[config.mk]
export PLATFORM = sky130hd
export DESIGN_NAME = gpio_xpdr_core
export DESIGN_NICKNAME = d
export VERILOG_FILES = /design/src/rtl/gpio_xpdr_pkg.sv /design/src/rtl/gpio_in_sync.sv /design/src/rtl/gpio_pin_drive.sv /design/src/rtl/gpio_alert_fsm.sv /design/src/rtl/gpio_xpdr_core.sv
export SDC_FILE = /design/constraint.sdc
export NUM_CORES = 1
export LEC_CHECK = 0
export CAP_MARGIN = 20
export CORE_MARGIN = 2
export CORE_UTILIZATION = 45
export CTS_BUF_LIST = sky130_fd_sc_hd__clkbuf_16
export DETAILED_ROUTE_END_ITERATION = 8
export DONT_BUFFER_PORTS = 1
export PLACE_DENSITY = 0.7
export SETUP_SLACK_MARGIN = 0.3
export SLEW_MARGIN = 20
export SYNTH_ARGS = -nofsm -noshare
export SYNTH_HDL_FRONTEND = slang
export SYNTH_SLANG_ARGS = --single-unit
[constraint.sdc]
create_clock -name clk -period 2.85 [get_ports clk]
set_clock_uncertainty 0.2 [all_clocks]
set_input_delay 0.285 -clock clk [delete_from_list [all_inputs] [get_ports clk]]
set_output_delay 0.285 -clock clk [all_outputs]
set_load 0.02 [all_outputs]
[src/rtl/gpio_xpdr_pkg.sv]
package gpio_xpdr_pkg;

    localparam int REG_W = 8;

    localparam logic [7:0] ADR_CFG  = 8'h00;
    localparam logic [7:0] ADR_DIR  = 8'h01;
    localparam logic [7:0] ADR_OSTY = 8'h02;
    localparam logic [7:0] ADR_STAT = 8'h03;
    localparam logic [7:0] ADR_MASK = 8'h04;
    localparam logic [7:0] ADR_DATA = 8'h05;
    localparam logic [7:0] ADR_FAN  = 8'h06;

    localparam int CFG_IE_BIT  = 0;
    localparam int CFG_FAN_BIT = 1;

    localparam logic [REG_W-1:0] RST_ZERO = '0;
    localparam logic [REG_W-1:0] RST_DATA = '1;

    typedef enum logic [0:0] {
        ALRT_IDLE = 1'b0,
        ALRT_PEND = 1'b1
    } alert_state_e;

endpackage

[src/rtl/gpio_in_sync.sv]
module gpio_in_sync #(
    parameter int W      = 8,
    parameter int STAGES = 2
) (
    input  logic         clk,
    input  logic         rst_n,
    input  logic [W-1:0] raw,
    output logic [W-1:0] lvl,
    output logic [W-1:0] edge_seen
);
    localparam int ARM_CNT = STAGES + 1;
    localparam int CNT_W   = $clog2(ARM_CNT + 1);

    logic [W-1:0]     stg_q [STAGES];
    logic [W-1:0]     hist_q;
    logic [CNT_W-1:0] warm_q;
    logic             armed;

    always_ff @(posedge clk or negedge rst_n) begin
        if (!rst_n) begin
            stg_q[0] <= '0;
        end else begin
            stg_q[0] <= raw;
        end
    end

    for (genvar s = 1; s < STAGES; s++) begin : g_stage
        always_ff @(posedge clk or negedge rst_n) begin
            if (!rst_n) begin
                stg_q[s] <= '0;
            end else begin
                stg_q[s] <= stg_q[s-1];
            end
        end
    end

    always_ff @(posedge clk or negedge rst_n) begin
        if (!rst_n) begin
            hist_q <= '0;
            warm_q <= '0;
        end else begin
            hist_q <= stg_q[STAGES-1];
            if (!armed) begin
                warm_q <= warm_q + 1'b1;
            end
        end
    end

    assign armed     = (warm_q == CNT_W'(ARM_CNT));
    assign lvl       = stg_q[STAGES-1];
    assign edge_seen = armed ? (stg_q[STAGES-1] ^ hist_q) : '0;

endmodule

[src/rtl/gpio_pin_drive.sv]
module gpio_pin_drive (
    input  logic dir_out,
    input  logic push_pull,
    input  logic dat,
    input  logic fan_own,
    input  logic fan_lvl,
    output logic oe,
    output logic out
);
    always_comb begin
        if (fan_own) begin
            oe  = 1'b1;
            out = fan_lvl;
        end else if (dir_out) begin
            if (push_pull) begin
                oe  = 1'b1;
                out = dat;
            end else begin
                oe  = ~dat;
                out = 1'b0;
            end
        end else begin
            oe  = 1'b0;
            out = 1'b0;
        end
    end
endmodule

[src/rtl/gpio_alert_fsm.sv]
module gpio_alert_fsm
    import gpio_xpdr_pkg::*;
(
    input  logic clk,
    input  logic rst_n,
    input  logic raise,
    input  logic clear,
    output logic alert_n
);
    alert_state_e state_q, state_d;

    always_ff @(posedge clk or negedge rst_n) begin
        if (!rst_n) begin
            state_q <= ALRT_IDLE;
        end else begin
            state_q <= state_d;
        end
    end

    always_comb begin
        state_d = state_q;
        unique case (state_q)
            ALRT_IDLE: if (raise) state_d = ALRT_PEND;
            ALRT_PEND: if (clear && !raise) state_d = ALRT_IDLE;
            default:   state_d = ALRT_IDLE;
        endcase
    end

    always_comb begin
        unique case (state_q)
            ALRT_PEND: alert_n = 1'b0;
            default:   alert_n = 1'b1;
        endcase
    end
endmodule

[src/rtl/gpio_xpdr_core.sv]
module gpio_xpdr_core
    import gpio_xpdr_pkg::*;
#(
    parameter int PIN_N       = 8,
    parameter int FAN_N       = 4,
    parameter int SYNC_STAGES = 2
) (
    input  logic             clk,
    input  logic             rst_n,
    input  logic             reg_wr,
    input  logic             reg_rd,
    input  logic [7:0]       reg_addr,
    input  logic [PIN_N-1:0] reg_wdata,
    output logic [PIN_N-1:0] reg_rdata,
    input  logic             ara_ack,
    input  logic [PIN_N-1:0] pin_in,
    output logic [PIN_N-1:0] pin_oe,
    output logic [PIN_N-1:0] pin_out,
    output logic             alert_n
);
    localparam int FAN_BASE = PIN_N - FAN_N;
    localparam logic [PIN_N-1:0] FAN_PINS = {{FAN_N{1'b1}}, {FAN_BASE{1'b0}}};

    logic [PIN_N-1:0] cfg_q, dir_q, osty_q, stat_q, mask_q, data_q, fan_q;
    logic [PIN_N-1:0] fan_sel, is_in, sync_lvl, raw_edge, chg_in, fan_lvl;
    logic [PIN_N-1:0] data_view;
    logic             fan_en, ie, stat_rd, alert_set, alert_clr;

    assign fan_en  = cfg_q[CFG_FAN_BIT];
    assign ie      = cfg_q[CFG_IE_BIT];
    assign fan_sel = fan_en ? FAN_PINS : '0;
    assign is_in   = ~dir_q & ~fan_sel;
    assign stat_rd = reg_rd && (reg_addr == ADR_STAT);

    // writable registers
    always_ff @(posedge clk or negedge rst_n) begin
        if (!rst_n) begin
            cfg_q  <= RST_ZERO;
            dir_q  <= RST_ZERO;
            osty_q <= RST_ZERO;
            mask_q <= RST_ZERO;
            data_q <= RST_DATA;
            fan_q  <= RST_ZERO;
        end else if (reg_wr) begin
            case (reg_addr)
                ADR_CFG:  cfg_q  <= reg_wdata;
                ADR_DIR:  dir_q  <= reg_wdata;
                ADR_OSTY: osty_q <= reg_wdata;
                ADR_MASK: mask_q <= reg_wdata;
                ADR_DATA: data_q <= reg_wdata;
                ADR_FAN:  fan_q  <= reg_wdata;
                default:  ;
            endcase
        end
    end

    // input synchroniser and edge detector
    gpio_in_sync #(.W(PIN_N), .STAGES(SYNC_STAGES)) u_sync (
        .clk       (clk),
        .rst_n     (rst_n),
        .raw       (pin_in),
        .lvl       (sync_lvl),
        .edge_seen (raw_edge)
    );

    assign chg_in = raw_edge & is_in;

    // status: read clears, a simultaneous change survives
    always_ff @(posedge clk or negedge rst_n) begin
        if (!rst_n) begin
            stat_q <= RST_ZERO;
        end else begin
            stat_q <= (stat_rd ? RST_ZERO : stat_q) | chg_in;
        end
    end

    assign alert_set = ie && ((chg_in & mask_q) != '0);
    assign alert_clr = stat_rd || ara_ack;

    gpio_alert_fsm u_alert (
        .clk     (clk),
        .rst_n   (rst_n),
        .raise   (alert_set),
        .clear   (alert_clr),
        .alert_n (alert_n)
    );

    // fan levels and per-pin drivers
    for (genvar i = 0; i < PIN_N; i++) begin : g_pin
        if (i >= FAN_BASE) begin : g_fan
            assign fan_lvl[i] = ~fan_q[i-FAN_BASE];
        end else begin : g_gp
            assign fan_lvl[i] = 1'b0;
        end

        gpio_pin_drive u_drv (
            .dir_out   (dir_q[i]),
            .push_pull (osty_q[i]),
            .dat       (data_q[i]),
            .fan_own   (fan_sel[i]),
            .fan_lvl   (fan_lvl[i]),
            .oe        (pin_oe[i]),
            .out       (pin_out[i])
        );
    end

    assign data_view = (is_in & sync_lvl) | (~is_in & data_q);

    always_comb begin
        case (reg_addr)
            ADR_CFG:  reg_rdata = cfg_q;
            ADR_DIR:  reg_rdata = dir_q;
            ADR_OSTY: reg_rdata = osty_q;
            ADR_STAT: reg_rdata = stat_q;
            ADR_MASK: reg_rdata = mask_q;
            ADR_DATA: reg_rdata = data_view;
            ADR_FAN:  reg_rdata = fan_q;
            default:  reg_rdata = '0;
        endcase
    end

endmodule

# After elaboration in Yosys (flattened, before gate mapping)
# Index checks and enable logic that the tools add are counted.
# op_classes
add_sub_neg	1
eq_ne	7
n_mux	56
bitwise_logic	24
reduce_logical	13
# op_table
op	n
8-bit one-hot mux with 7 select lines	1
1-bit two-way mux	51
8-bit bitwise AND	5
8-bit by 3-bit equality test with 1-bit output (second input constant)	3
8-bit two-way mux	3
8-bit NOT	3
8-bit by 2-bit equality test with 1-bit output (second input constant)	2
8-bit bitwise OR	2
1-bit NOT	13
2-bit AND reduction	6
8-bit by 1-bit equality test with 1-bit output (second input constant)	1
8-bit zero test	1
8-bit nonzero test	1
8-bit XOR	1
1-bit logical AND	3
2-bit by 1-bit adder with 2-bit output (second input constant)	1
2-bit equality test (second input constant)	1
1-bit one-hot mux with 2 select lines	1
1-bit zero test	1
1-bit logical OR	1
# totals
ff_bits	83
inputBits	29
output_inout_bits	25
word_cells	113

# Logic depth before layout (Yosys ltp)
# Gate-level depths: netlist of run 1.
# depth
depth_word	11
depth_mapped	7
ltp_nobuf	6

# Modules after synthesis
# Synthesis of run 1 repeated with hierarchy kept, for this count alone.
# hier_totals
cells_unflattened	331
hier_area_um2	3981.3
# modules_own_cells
module	instances	cells_each	area_each_um2	seq_area_each_um2
gpio_xpdr_core	1	234	2841.5	1411.4
gpio_in_sync	1	54	879.6	650.6
gpio_pin_drive	8	5	27.5	0.0
gpio_alert_fsm	1	3	40.0	25.0

# Worst setup path before layout of run 1
# OpenSTA, ideal clock, no wires.
# synth_timing
kind	register -> register
startpoint	reg u_sync.warm_q[0]
endpoint	reg u_alert.state_q
setup_time_ns	0.122
t_arrival_ns	1.737
required_time_ns	2.528
slack_ns	0.792
path_stages_with_launch	7
path_buffers	0
synth_period_minus_slack_ns	2.058
cell_sequence	dfrtp_1 ha_1 or2b_2 nor3_1 a22o_1 or4_1 a32o_1
# synth_between
elab_chain_cells	10
word_cells_on_any_way	11
cone_classes	eq/ne: 1; mux: 4; bitwise: 2; reduce/logical: 4
# synth_lines
item	line	source
start: declaration	gpio_in_sync.sv:16	logic [CNT_W-1:0] warm_q;
start signal: assignment	gpio_in_sync.sv:44	warm_q <= warm_q + 1'b1;
2-bit equality test *	gpio_in_sync.sv:49	assign armed = (warm_q == CNT_W'(ARM_CNT));
8-bit two-way mux *	gpio_in_sync.sv:51	assign edge_seen = armed ? (stg_q[STAGES-1] ^ hist_q) : '0;
8-bit bitwise AND *	gpio_xpdr_core.sv:66	assign chg_in = raw_edge & is_in;
8-bit bitwise AND *	gpio_xpdr_core.sv:77	assign alert_set = ie && ((chg_in & mask_q) != '0);
8-bit nonzero test *	gpio_xpdr_core.sv:77	
1-bit logical AND *	gpio_xpdr_core.sv:77	
1-bit zero test	gpio_alert_fsm.sv:24	ALRT_PEND: if (clear && !raise) state_d = ALRT_IDLE;
1-bit logical AND	gpio_alert_fsm.sv:24	
1-bit two-way mux	gpio_alert_fsm.sv:24	
1-bit one-hot mux with 2 select lines *	gpio_alert_fsm.sv:22	unique case (state_q)
via u_alert.state_d	gpio_alert_fsm.sv:10	alert_state_e state_q, state_d;
end signal: assignment	gpio_alert_fsm.sv:16	state_q <= state_d;
end: declaration	gpio_alert_fsm.sv:10	
# Mark *: on every way through the listed nets, which the timed path passes. The rest lies on a longest branch.
# A chain may end at the register's enable or synchronous reset.

# Worst setup path in the final report of run 1
# layout_timing
startpoint	reg dir_q[5]
endpoint	out reg_rdata[5]
# layout_between
elab_chain_cells	6
word_cells_on_any_way	7
cone_classes	mux: 1; bitwise: 6
# layout_lines
item	line	source
start: declaration	gpio_xpdr_core.sv:24	logic [PIN_N-1:0] cfg_q, dir_q, osty_q, stat_q, mask_q, data_q, fan_q;
start signal: assignment	gpio_xpdr_core.sv:47	ADR_DIR: dir_q <= reg_wdata;
8-bit NOT	gpio_xpdr_core.sv:32	assign is_in = ~dir_q & ~fan_sel;
8-bit bitwise AND	gpio_xpdr_core.sv:32	
8-bit NOT	gpio_xpdr_core.sv:107	assign data_view = (is_in & sync_lvl) | (~is_in & data_q);
8-bit bitwise AND	gpio_xpdr_core.sv:107	
8-bit bitwise OR	gpio_xpdr_core.sv:107	
8-bit one-hot mux with 7 select lines *	gpio_xpdr_core.sv:110	case (reg_addr)
end: declaration	gpio_xpdr_core.sv:14	output logic [PIN_N-1:0] reg_rdata,
# Every way passes the cells marked *; elsewhere a longest branch is shown, timed or not.

==> results of run 1 <==
==> through the flow <==
stage / util, % / worst slack (ns) / cells
2_1_floorplan: - / 0.792 / 315
3_3_place_gp: 45.7 / 0.531 / 403
3_5_place_dp: 45.7 / 0.513 / 403
4_1_cts: 51.4 / 0.326 / 438
5_1_grt: 51.5 / 0.334 / 439
6_report: 51.5 / 0.381 / 439
==> area by class of cell <==
type	instances	area (um2)	area share, %
flip-flops and latches	83	2090	47.2
repair buffers	25	253	5.71
inverters	7	26.3	0.593
clock inverters	7	55.1	1.24
clock buffers	9	225	5.09
multi-input cells	200	1650	37.2
well taps	108	135	3.05
==> report_power, final <==
group,switching (mW),internal (mW)
sequential,0.0414,1.23
clock,0.485,0.594
combinational,0.112,0.104
==> kinds of logic after synthesis <==
logic type      after synthesis  synth area share, %
fa+ha+maj                     1                0.319
mux                          73                 21.0
simple gates                 61                 9.10
xor+xnor                      9                 2.01
compound gates               56                 9.52
flops                        83                 53.3
buf+inv                      32                 4.73
==> path summary, 6_finish.rpt <==
kind / to / start
max in group asynchronous: data_q[6]$_DFFE_PN1P_ / rst_n
max reg2reg: u_alert.state_q$_DFF_PN0_ / u_sync.warm_q[0]$_DFFE_PN0P_
min reg2reg: u_sync.lvl[1]$_DFF_PN0_ / u_sync.stg_q[9]$_DFF_PN0_
max: reg_rdata[5] / dir_q[5]$_DFFE_PN0P_
min: mask_q[4]$_DFFE_PN0P_ / reg_addr[0]
min in group asynchronous: osty_q[7]$_DFFE_PN0P_ / rst_n
==> state kept, by name, summed over array words and instances, names as in the netlist <==
register         count
cfg_q                8
data_q               8
dir_q                8
fan_q                8
mask_q               8
osty_q               8
stat_q               8
u_sync.hist_q        8
u_sync.lvl           8
u_sync.stg_q         8
u_sync.warm_q        2
u_alert.state_q      1
==> layer usage <==
metal  up-vias  part of all wire (%)
met2        81                    48
li1       1137                     -
met4         0                   1.8
met3        14                   5.5
met1      1258                    45
met5         -                     0
==> cells in the final DEF (no fill, tap or decap), types with 9 or more instances in the layout <==
| master | instances |
|---|---|
| dfrtp_1 | 74 |
| mux2_2 | 54 |
| dlygate4sd3_1 | 18 |
| mux2i_1 | 16 |
| o21ai_0 | 11 |
| a21oi_1 | 11 |
| a21o_1 | 11 |
| nor2_1 | 10 |
| nand2_1 | 9 |
| xnor2_1 | 9 |
| clkbuf_16 | 9 |
==> critical path, cell delays in order, from the launching register on <==
cell and delay [ns]:
dfrtp_1 0.44, nor2_1 0.14, mux2_2 0.33, mux4_2 0.47, o21a_1 0.27
==> repair_timing <==
item / in CTS / in global routing
pin swaps: 0 / 0
buffers inserted: 0 / 1
setup endpoints to repair: 1 / 1
hold buffers: 19 / 0
endpoints found under the hold margin: 140 / 0
gates resized for setup: 1 / 0
==> metrics.md, run 1 <==
| Metric | Value |
|---|---|
| Final hold viol count | `0` |
| Tightest Pin Transition | `0.684 ns` |
| Post-synthesis sequential area ratio | `53.3%` |
| Worst hold stages | `2` |
| Synth top area share | `47.9%` |
| Post-Synthesis Cells | `315` |
| Antenna Nets Post-Route | `0` |
| Total wire length | `8.91 mm` |
| RSZ-0062 raised after global routing | `no` |
| Period minus WS final | `2.47 ns` |
| Die area | `9470 um2` |
| Syn_nets | `345` |
| CTS H-tree depth | `3` |
| Chip height | `97.3 um` |
| Layout cell share with drive strength beyond 1 | `29.3%` |
| Largest net degree at the start of global routing | `84` |
| Pwr Total | `2.57 mW` |
| Critical Path Source Type | `flop` |
| Routed WL per cell | `20.3 um` |
| Final setup TNS | `0 ns` |
| Hold Crit Class | `primary input to flop` |
| Worst Path Arrival | `1.98 ns` |
| First-pass GRT wire length | `14.6 mm` |
| Met1 global-route usage | `27.1%` |
| GR Layer Usage met2 | `32.2%` |
| Leakage | `1.91 nW` |
| Number of flops mapped to enable cells by yosys | `0` |
| Post-route cell area | `4430 um2` |
| Status | `finished, final reports clean` |
| Worst reg-to-reg setup slack | `0.49 ns` |
| Commonest cells post-synth | `dfrtp_1, mux2_2, buf_4, mux2i_1` |
| Post-Syn Area | `3920 um2` |
| CTS Root Cell | `clkbuf_16` |
| Synth-to-Final Area Change | `13.0%` |
| First DRT Iteration DRCs | `143` |
| Area contributors post-synth | `dfrtp_1, mux2_2, dfstp_2, mux2i_1, buf_4` |
| Core area | `8590 um2` |
| CTS clk-pin slew, worst paths | `0.07 ns` |
| Clk sinks | `83` |
| Clock latency on the worst-skew pair | `0.34 ns` |
| Most crowded layer after global routing | `met2` |
| First-pass DRT Iterations | `4` |
| Number of CTS-inserted buffers | `9` |
| Cell count of the worst reg-to-reg path | `6` |
| Max_slew headroom | `54.0%` |
| Die X | `97.3 um` |
| WHS | `0.0620 ns` |
| Cell Rows | `34` |
| Via density | `5.67` |
| Async SR Flop Fraction | `100%` |
| Main flop type after synthesis | `dfrtp_1` |
| Longest Clk Path Bufs | `2` |
| Vias | `2490` |
| Met3 Resource Use GR | `5.90%` |
| Vias in the first global route | `2532` |
| Top-Level Pins | `54` |
| Max VDD drop | `0.000294 V` |
| Fmax | `405 MHz` |
| Initial antenna violation count | `0` |
| Hpwl dp | `5.95 mm` |
| Yosys reg bits | `83` |
| Avg Cell Area, Syn | `12.4 um2` |
| GPL Wtd Cong | `0.786` |
| Worst endpoint required time | `2.37 ns` |
| Fin. max-slew vios | `0` |
| GRT overflow | `0` |
| Nets | `356` |
| Most area-hungry cell type in the Yosys netlist | `dfrtp_1` |
| Port Buf Inserts | `0` |
| Max-cap check violation count | `0` |
| Crit-path max FO | `6` |
| Final number of setup-violating endpoints | `0` |
| GRT Util Overall | `20.2%` |
| CTS tree | `built` |
| Yosys Warn Count | `0` |
| Filler cells | `736` |
| Area after DPL | `3930 um2` |
| Number of distinct library cells after synthesis | `40` |
| Count leader, synth | `dfrtp_1` |
| Nature of the critical path endpoint | `output port` |
| Crit share post-route | `86.6%` |
| Ant. Diodes | `0` |
| Critical path class | `flop to output port` |
| PD cells | `580 nW/um2` |
| Initial Util | `45.6%` |
| Drt drc | `0` |
(Power assumes the default switching activity.)
==> run 2: changes to the inputs <==
--- a/config.mk
+++ b/config.mk
@@ -6,12 +6,14 @@
 export NUM_CORES = 1
 export LEC_CHECK = 0
 export CAP_MARGIN = 20
-export CORE_MARGIN = 2
-export CORE_UTILIZATION = 45
+export CELL_PAD_IN_SITES_DETAIL_PLACEMENT = 2
+export CELL_PAD_IN_SITES_GLOBAL_PLACEMENT = 2
+export CORE_MARGIN = 4
+export CORE_UTILIZATION = 43
 export CTS_BUF_LIST = sky130_fd_sc_hd__clkbuf_16
 export DETAILED_ROUTE_END_ITERATION = 8
 export DONT_BUFFER_PORTS = 1
-export PLACE_DENSITY = 0.7
+export PLACE_DENSITY = 0.89
 export SETUP_SLACK_MARGIN = 0.3
 export SLEW_MARGIN = 20
 export SYNTH_ARGS = -nofsm -noshare
==> constraint.sdc (replaced) <==
create_clock -name clk -period 2.85 [get_ports clk]
set_clock_uncertainty 0.2 [all_clocks]
set_input_delay 0.285 -clock clk [delete_from_list [all_inputs] [get_ports clk]]
set_output_delay 0.285 -clock clk [all_outputs]
set_load 0.005 [all_outputs]
==> run 2 against run 1 <==
Global-route usage increased by 4.1 points. Sequential share of layout area decreased by 0.72 points. Sequential power is essentially flat. Worst setup slack better by 0.0072 ns. Largest power group is now the clock network.
==> metrics.md, run 2 (same netlist as run 1, synthesis figures left out) <==
| Metric | Value |
|---|---|
| Status | `finished, final reports clean` |
| First-pass DRT Iterations | `4 (unchanged)` |
| Period minus WS final | `2.46 ns (-0.00722 ns)` |
| Die X | `103 um (+6.3%)` |
| Nets | `357 (+0.28%)` |
| Fmax | `406 MHz (+0.29%)` |
| Area after DPL | `3930 um2 (unchanged)` |
| Worst hold stages | `2 (unchanged)` |
| PD cells | `634 nW/um2 (+9.2%)` |
| Number of CTS-inserted buffers | `9 (unchanged)` |
| Dpl cells | `403 (unchanged)` |
| Initial Util | `44.5% (-1.1 points)` |
| Met1 global-route usage | `28.5% (+1.4 points)` |
| Commonest cells after routing, fill and taps aside | `dfrtp_1, mux2_2, dlygate4sd3_1` |
| Clock latency on the worst-skew pair | `0.34 ns (about the same)` |
| CTS tree | `built` |
| Post-Layout Cell Count | `440 (+0.23%)` |
| Max-cap check violation count | `0 (unchanged)` |
| Most crowded layer after global routing | `met2` |
| Fin. max-slew vios | `0 (unchanged)` |
| Final setup TNS | `0 ns (unchanged)` |
| Synth-to-Final Area Change | `14.8%` |
| Tightest Pin Transition | `0.708 ns (+0.0245 ns)` |
| Worst endpoint required time | `2.87 ns (+0.50 ns)` |
| Final Core Density | `51.1% (-0.46 points)` |
| Chip height | `103 um (+6.3%)` |
| Clk sinks | `83 (unchanged)` |
| Port Buf Inserts | `0 (unchanged)` |
| Hold_sp | `reg_addr[1]` |
| R2r endpoint | `u_alert.state_q$_DFF_PN0_` |
| Final WS setup | `0.388 ns (+0.00722 ns)` |
| Routed WL per cell | `27.2 um (+34%)` |
| CTS clk-pin slew, worst paths | `0.06 ns (about the same)` |
| CTS Root Cell | `clkbuf_16` |
| Largest net degree at the start of global routing | `84 (unchanged)` |
| Worst Path Arrival | `2.48 ns (+0.50 ns)` |
| GR Layer Usage met2 | `44.1% (+12 points)` |
| Critical path class | `flop to flop` |
| First DRT Iteration DRCs | `110 (-23%)` |
| Vias in the first global route | `3161 (+25%)` |
| Max_slew headroom | `52.6% (-1.4 points)` |
| Pwr Total | `2.85 mW (+11%)` |
| CTS H-tree depth | `3 (unchanged)` |
| CP delay by family, top | `simple AND/OR/NAND/NOR gates` |
| Ant. Diodes | `0 (unchanged)` |
| Final number of setup-violating endpoints | `0 (unchanged)` |
| Max VDD drop | `0.000317 V (+8.0%)` |
| Critical Path Source Type | `flop` |
| Via density | `6.02 (+6.1%)` |
| Nature of the critical path endpoint | `flop` |
| DP Worst Slack | `0.455 ns (-0.0579 ns)` |
| Drt drc | `0 (unchanged)` |
| Leakage | `1.95 nW (+2.4%)` |
| Crit-path cells | `ha_1, or2b_2, nor3_1, a22o_1, or4_1, a32o_1` |
| Commonest non-fill, non-tap cell in the layout | `dfrtp_1` |
| Longest Clk Path Bufs | `2 (unchanged)` |
| Antenna Nets Post-Route | `0 (unchanged)` |
| Final hold viol count | `0 (unchanged)` |
| Layout cell share with drive strength beyond 1 | `29.2% (-0.088 points)` |
| GRT overflow | `0 (unchanged)` |
| Worst reg2reg startpoint | `u_sync.warm_q[0]$_DFFE_PN0P_` |
| Critical path depth | `6 (+2)` |
| Cell Rows | `34 (unchanged)` |
| Hold Crit Class | `primary input to flop` |
| Worst reg-to-reg setup slack | `0.39 ns (-0.10 ns)` |
| WHS | `0.0593 ns (-0.00268 ns)` |
| Met3 Resource Use GR | `6.24% (+0.34 points)` |
| Max incr delay on CP | `0.52 ns (+0.05 ns)` |
| Crit share post-route | `86.4% (-0.25 points)` |
| Crit-path max FO | `7 (+1)` |
| Cell count of the worst reg-to-reg path | `6 (unchanged)` |
| Top-Level Pins | `54 (unchanged)` |
| Die area | `10700 um2 (+13%)` |
| Slowest cell on the critical path | `or4_1` |
| Hold EP | `mask_q[4]$_DFFE_PN0P_` |
| Initial antenna violation count | `0 (unchanged)` |
| RSZ-0062 raised after global routing | `no` |
| Core area | `8810 um2 (+2.5%)` |
| Total wire length | `12.0 mm (+34%)` |
| GRT Util Overall | `24.3% (+4.1 points)` |
| Post-route cell area | `4500 um2 (+1.6%)` |
| Vias | `2647 (+6.3%)` |
| GPL Wtd Cong | `0.765 (-2.6%)` |
| Hpwl dp | `7.91 mm (+33%)` |
| Filler cells | `846 (+15%)` |
| Buf+Inv Stages, Crit Path | `0 (unchanged)` |
| First-pass GRT wire length | `18.9 mm (+29%)` |
==> run 2: changes by cell type in the layout (fill, tap and decap cells not counted) <==
| cell | previous run | this run |
|---|---|---|
| clkinvlp_4 | 2 | 0 |
| inv_1 | 7 | 8 |
| bufinv_16 | 0 | 3 |
| inv_6 | 0 | 1 |
| buf_4 | 6 | 7 |
| clkinv_4 | 4 | 1 |
==> run 2: timing repair <==
| item | CTS | global route |
|---|---|---|
| hold buffers | 19 | 0 |
| hold endpoints to repair | 140 | 0 |
| buffers inserted | 0 | 2 |
| pin swaps | 0 | 0 |
| setup endpoints to repair | 1 | 1 |
| gates resized for setup | 1 | 0 |
==> run 2: cell type report <==
class                           instances  area, um2  share of cell area [%]
Sequential cell                        83       2090                    46.4
Clock inverter                          7        116                    2.59
Tap cell                              108        135                    3.01
Inverter                                7       26.3                   0.584
Timing Repair Buffer                   26        260                    5.79
Clock buffer                            9        225                    5.01
Multi-Input combinational cell        200       1650                    36.6
==> run 2: report_power, final <==
part           switching [mW]  internal (mW)  total, mW  leakage, nW
Combinational           0.113          0.105      0.218        0.770
Sequential             0.0509           1.23       1.28         1.01
Clock                   0.492          0.856       1.35        0.171
==> run 2: layer usage <==
metal  part of all wire, %  up-vias
met5                     0        -
met4                   1.3        0
met3                   6.1       14
li1                      -     1144
met2                    53       76
met1                    40     1413
==> run 2: worst max path at each step <==
stage | start | end | slack, ns
finish | u_sync.warm_q[0]$_DFFE_PN0P_ | u_alert.state_q$_DFF_PN0_ | 0.39
CTS | cfg_q[1]$_DFFE_PN0P_ | reg_rdata[5] | 0.34
floorplan | u_sync.warm_q[0]$_DFFE_PN0P_ | u_alert.state_q$_DFF_PN0_ | 0.79
global placement | u_sync.warm_q[0]$_DFFE_PN0P_ | u_alert.state_q$_DFF_PN0_ | 0.49
detailed placement | u_sync.warm_q[0]$_DFFE_PN0P_ | u_alert.state_q$_DFF_PN0_ | 0.46
global route | dir_q[5]$_DFFE_PN0P_ | reg_rdata[5] | 0.33
==> run 2: worst register-to-register path: stages, from the launching register on <==
cell and delay, ns:
dfrtp_1 0.39, ha_1 0.33, or2b_2 0.30, nor3_1 0.11, a22o_1 0.27, or4_1 0.52, a32o_1 0.23
==> run 3: changes to the inputs <==
--- a/config.mk
+++ b/config.mk
@@ -5,11 +5,12 @@
 export SDC_FILE = /design/constraint.sdc
 export NUM_CORES = 1
 export LEC_CHECK = 0
+export ABC_AREA = 1
 export CAP_MARGIN = 20
 export CELL_PAD_IN_SITES_DETAIL_PLACEMENT = 2
 export CELL_PAD_IN_SITES_GLOBAL_PLACEMENT = 2
 export CORE_MARGIN = 4
-export CORE_UTILIZATION = 43
+export CORE_UTILIZATION = 38
 export CTS_BUF_LIST = sky130_fd_sc_hd__clkbuf_16
 export DETAILED_ROUTE_END_ITERATION = 8
 export DONT_BUFFER_PORTS = 1
==> run 3 against run 2 <==
Synthesized cell count grew 57%. Via count grew 29%. Hold slack lost 0.037 ns. Worst setup slack gained 0.21 ns. Count of clock-buffer cells in the layout is the same. Final area grew 1.6%. First-iteration DRC count grew 32%. Die area grew 19%. Non-clock buffer count shrank 13. Maximum frequency grew 9.1%. Cell count grew 44%. Critical endpoint is now reg_rdata[4]. Highest routed layer unchanged.
==> metrics.md, run 3 <==
| Metric | Value |
|---|---|
| Area contributors post-synth | `dfrtp_1, nand2_1, o21ai_0, inv_1, dfstp_2` |
| Cell repeated most along the worst path | `nand2_1` |
| Crit-path max FO | `17 (+10)` |
| Status | `finished, final reports clean` |
| Vias | `3410 (+29%)` |
| Commonest cells after routing, fill and taps aside | `nand2_1, dfrtp_1, inv_1` |
| Die X | `113 um (+8.9%)` |
| Crit share post-route | `79.1% (-7.2 points)` |
| Port Buf Inserts | `0 (unchanged)` |
| Period minus WS final | `2.26 ns (-0.206 ns)` |
| Nets | `522 (+46%)` |
| Final hold viol count | `0 (unchanged)` |
| Synth top area share | `45.1% (-2.8 points)` |
| Clock latency on the worst-skew pair | `0.34 ns (about the same)` |
| First-pass DRT Iterations | `4 (unchanged)` |
| Yosys reg bits | `83 (unchanged)` |
| Post-route cell area | `4570 um2 (+1.6%)` |
| GR Layer Usage met2 | `37.9% (-6.2 points)` |
| Clk sinks | `83 (unchanged)` |
| Critical Path Source Type | `flop` |
| Max incr delay on CP | `0.40 ns (-0.12 ns)` |
| Most crowded layer after global routing | `met2` |
| CTS Root Cell | `clkbuf_16` |
| Met3 Resource Use GR | `3.13% (-3.1 points)` |
| Commonest non-fill, non-tap cell in the layout | `nand2_1` |
| Leakage | `2.14 nW (+9.7%)` |
| Initial antenna violation count | `0 (unchanged)` |
| Post-Synthesis Cells | `494 (+57%)` |
| Final setup TNS | `0 ns (unchanged)` |
| PD cells | `578 nW/um2 (-8.7%)` |
| GRT overflow | `0 (unchanged)` |
| Main flop type after synthesis | `dfrtp_1` |
| RSZ-0062 raised after global routing | `no` |
| Chip height | `113 um (+8.9%)` |
| Post-synthesis sequential area ratio | `50.1% (-3.1 points)` |
| First-pass GRT wire length | `21.0 mm (+11%)` |
| Longest Clk Path Bufs | `2 (unchanged)` |
| Worst Path Arrival | `1.77 ns (-0.71 ns)` |
| Fin. max-slew vios | `0 (unchanged)` |
| Drt drc | `0 (unchanged)` |
| Die area | `12700 um2 (+19%)` |
| Number of flops mapped to enable cells by yosys | `0 (unchanged)` |
| Yosys Warn Count | `0 (unchanged)` |
| Most area-hungry cell type in the Yosys netlist | `dfrtp_1` |
| Hold Crit Class | `primary input to flop` |
| Hpwl dp | `9.31 mm (+18%)` |
| Syn_nets | `524 (+52%)` |
| Area after DPL | `4140 um2 (+5.2%)` |
| Met1 global-route usage | `25.7% (-2.8 points)` |
| Max VDD drop | `0.000268 V (-16%)` |
| Async SR Flop Fraction | `100% (unchanged)` |
| Ant. Diodes | `0 (unchanged)` |
| Nature of the critical path endpoint | `output port` |
| Fmax | `443 MHz (+9.1%)` |
| Via density | `5.39 (-10%)` |
| Number of distinct library cells after synthesis | `30 (-25%)` |
| Final number of setup-violating endpoints | `0 (unchanged)` |
| Routed WL per cell | `20.3 um (-25%)` |
| Commonest cells post-synth | `nand2_1, dfrtp_1, inv_1` |
| CTS clk-pin slew, worst paths | `0.07 ns (about the same)` |
| Layout cell share with drive strength beyond 1 | `12.9% (-16 points)` |
| Core area | `10500 um2 (+19%)` |
| GRT Util Overall | `21.3% (-2.9 points)` |
| Worst endpoint required time | `2.37 ns (-0.50 ns)` |
| Antenna Nets Post-Route | `0 (unchanged)` |
| Max_slew headroom | `62.2% (+9.6 points)` |
| Count leader, synth | `nand2_1` |
| Initial Util | `39.6% (-4.9 points)` |
| Vias in the first global route | `3815 (+21%)` |
| Max-cap check violation count | `0 (unchanged)` |
| CTS tree | `built` |
| Synth-to-Final Area Change | `9.80%` |
| CTS H-tree depth | `3 (unchanged)` |
| Post-Syn Area | `4160 um2 (+6.3%)` |
| Cell Rows | `37 (+8.8%)` |
| Critical path class | `flop to output port` |
| Avg Cell Area, Syn | `8.43 um2 (-32%)` |
| Tightest Pin Transition | `0.565 ns (-0.143 ns)` |
| Crit-path cells | `clkinvlp_4, nand2_1, o21ai_0, nand2_1, nand2_1, nor2_1, nand2_1` |
| GPL Wtd Cong | `0.825 (+7.8%)` |
| Total wire length | `12.8 mm (+7.2%)` |
| CP delay by family, top | `simple AND/OR/NAND/NOR gates` |
| Number of CTS-inserted buffers | `9 (unchanged)` |
| Slowest cell on the critical path | `dfrtp_1` |
| Largest net degree at the start of global routing | `84 (unchanged)` |
| Buf+Inv Stages, Crit Path | `1 (+1)` |
| Top-Level Pins | `54 (unchanged)` |
| First DRT Iteration DRCs | `145 (+32%)` |
[run 3: layout make-up]
class                   instances  area, um2
fillers                      1157       5940
multi-input cells             323       1640
clock buffers                   9        225
clock inverters                 7       68.8
inverters                      62        236
flip-flops and latches         83       2090
well taps                     136        170
repair buffers                 13        145
[run 3: path summary, 6_finish.rpt]
path                                               from                        end  cells past startpoint  slack (ns)
max                                cfg_q[1]$_DFFE_PN0P_               reg_rdata[4]                      7        0.59
min                                              reg_wr      data_q[1]$_DFFE_PN1P_                      2        0.02
max reg2reg                u_sync.warm_q[0]$_DFFE_PN0P_  u_alert.state_q$_DFF_PN0_                      9        0.98
min reg2reg                  u_sync.stg_q[13]$_DFF_PN0_    u_sync.lvl[5]$_DFF_PN0_                      0        0.15
max in group asynchronous                         rst_n      data_q[0]$_DFFE_PN1P_                      2        1.77
min in group asynchronous                         rst_n        stat_q[2]$_DFF_PN0_                      2        0.31
[run 3: kinds of logic (layout without fill, tap and decap cells)]
family | Yosys count | count (layout) | share of synthesized area, %
buf+inv | 88 | 91 | 10.5
compound gates | 92 | 92 | 12.7
simple gates | 229 | 229 | 26.1
fa+ha+maj | 1 | 1 | 0.301
xor+xnor | 1 | 1 | 0.210
flops | 83 | 83 | 50.1
[run 3: power breakdown]
group | switching [mW] | internal (mW) | leakage (nW)
Combinational | 0.138 | 0.0623 | 0.997
Clock | 0.493 | 0.674 | 0.133
Sequential | 0.0432 | 1.23 | 1.02
Total | 0.674 | 1.97 | 2.14
[run 3: stage by stage]
step	util, %	total power, mW	hold WS, ns	worst slack [ns]	std cells
floorplan	-	1.42	-0.211	1.19	494
global route	43.5	2.77	0.0378	0.425	633
finish	43.5	2.64	0.0221	0.595	633
CTS	43.5	2.67	0.0122	0.470	633
detailed placement	39.3	1.46	-0.207	0.679	605
global placement	39.3	1.44	-0.207	0.812	605
[run 3: routing by layer]
layer | routed length, um | share of wire, %
met2 | 6720 | 52
met5 | 0 | 0
met3 | 517 | 4.0
met1 | 5270 | 41
met4 | 316 | 2.5
[run 3: repair_timing]
item,4_1_cts,5_1_grt
hold endpoints to repair,92,0
setup endpoints to repair,0,1
setup buffers,0,0
hold buffers,12,0
resized for setup,0,1
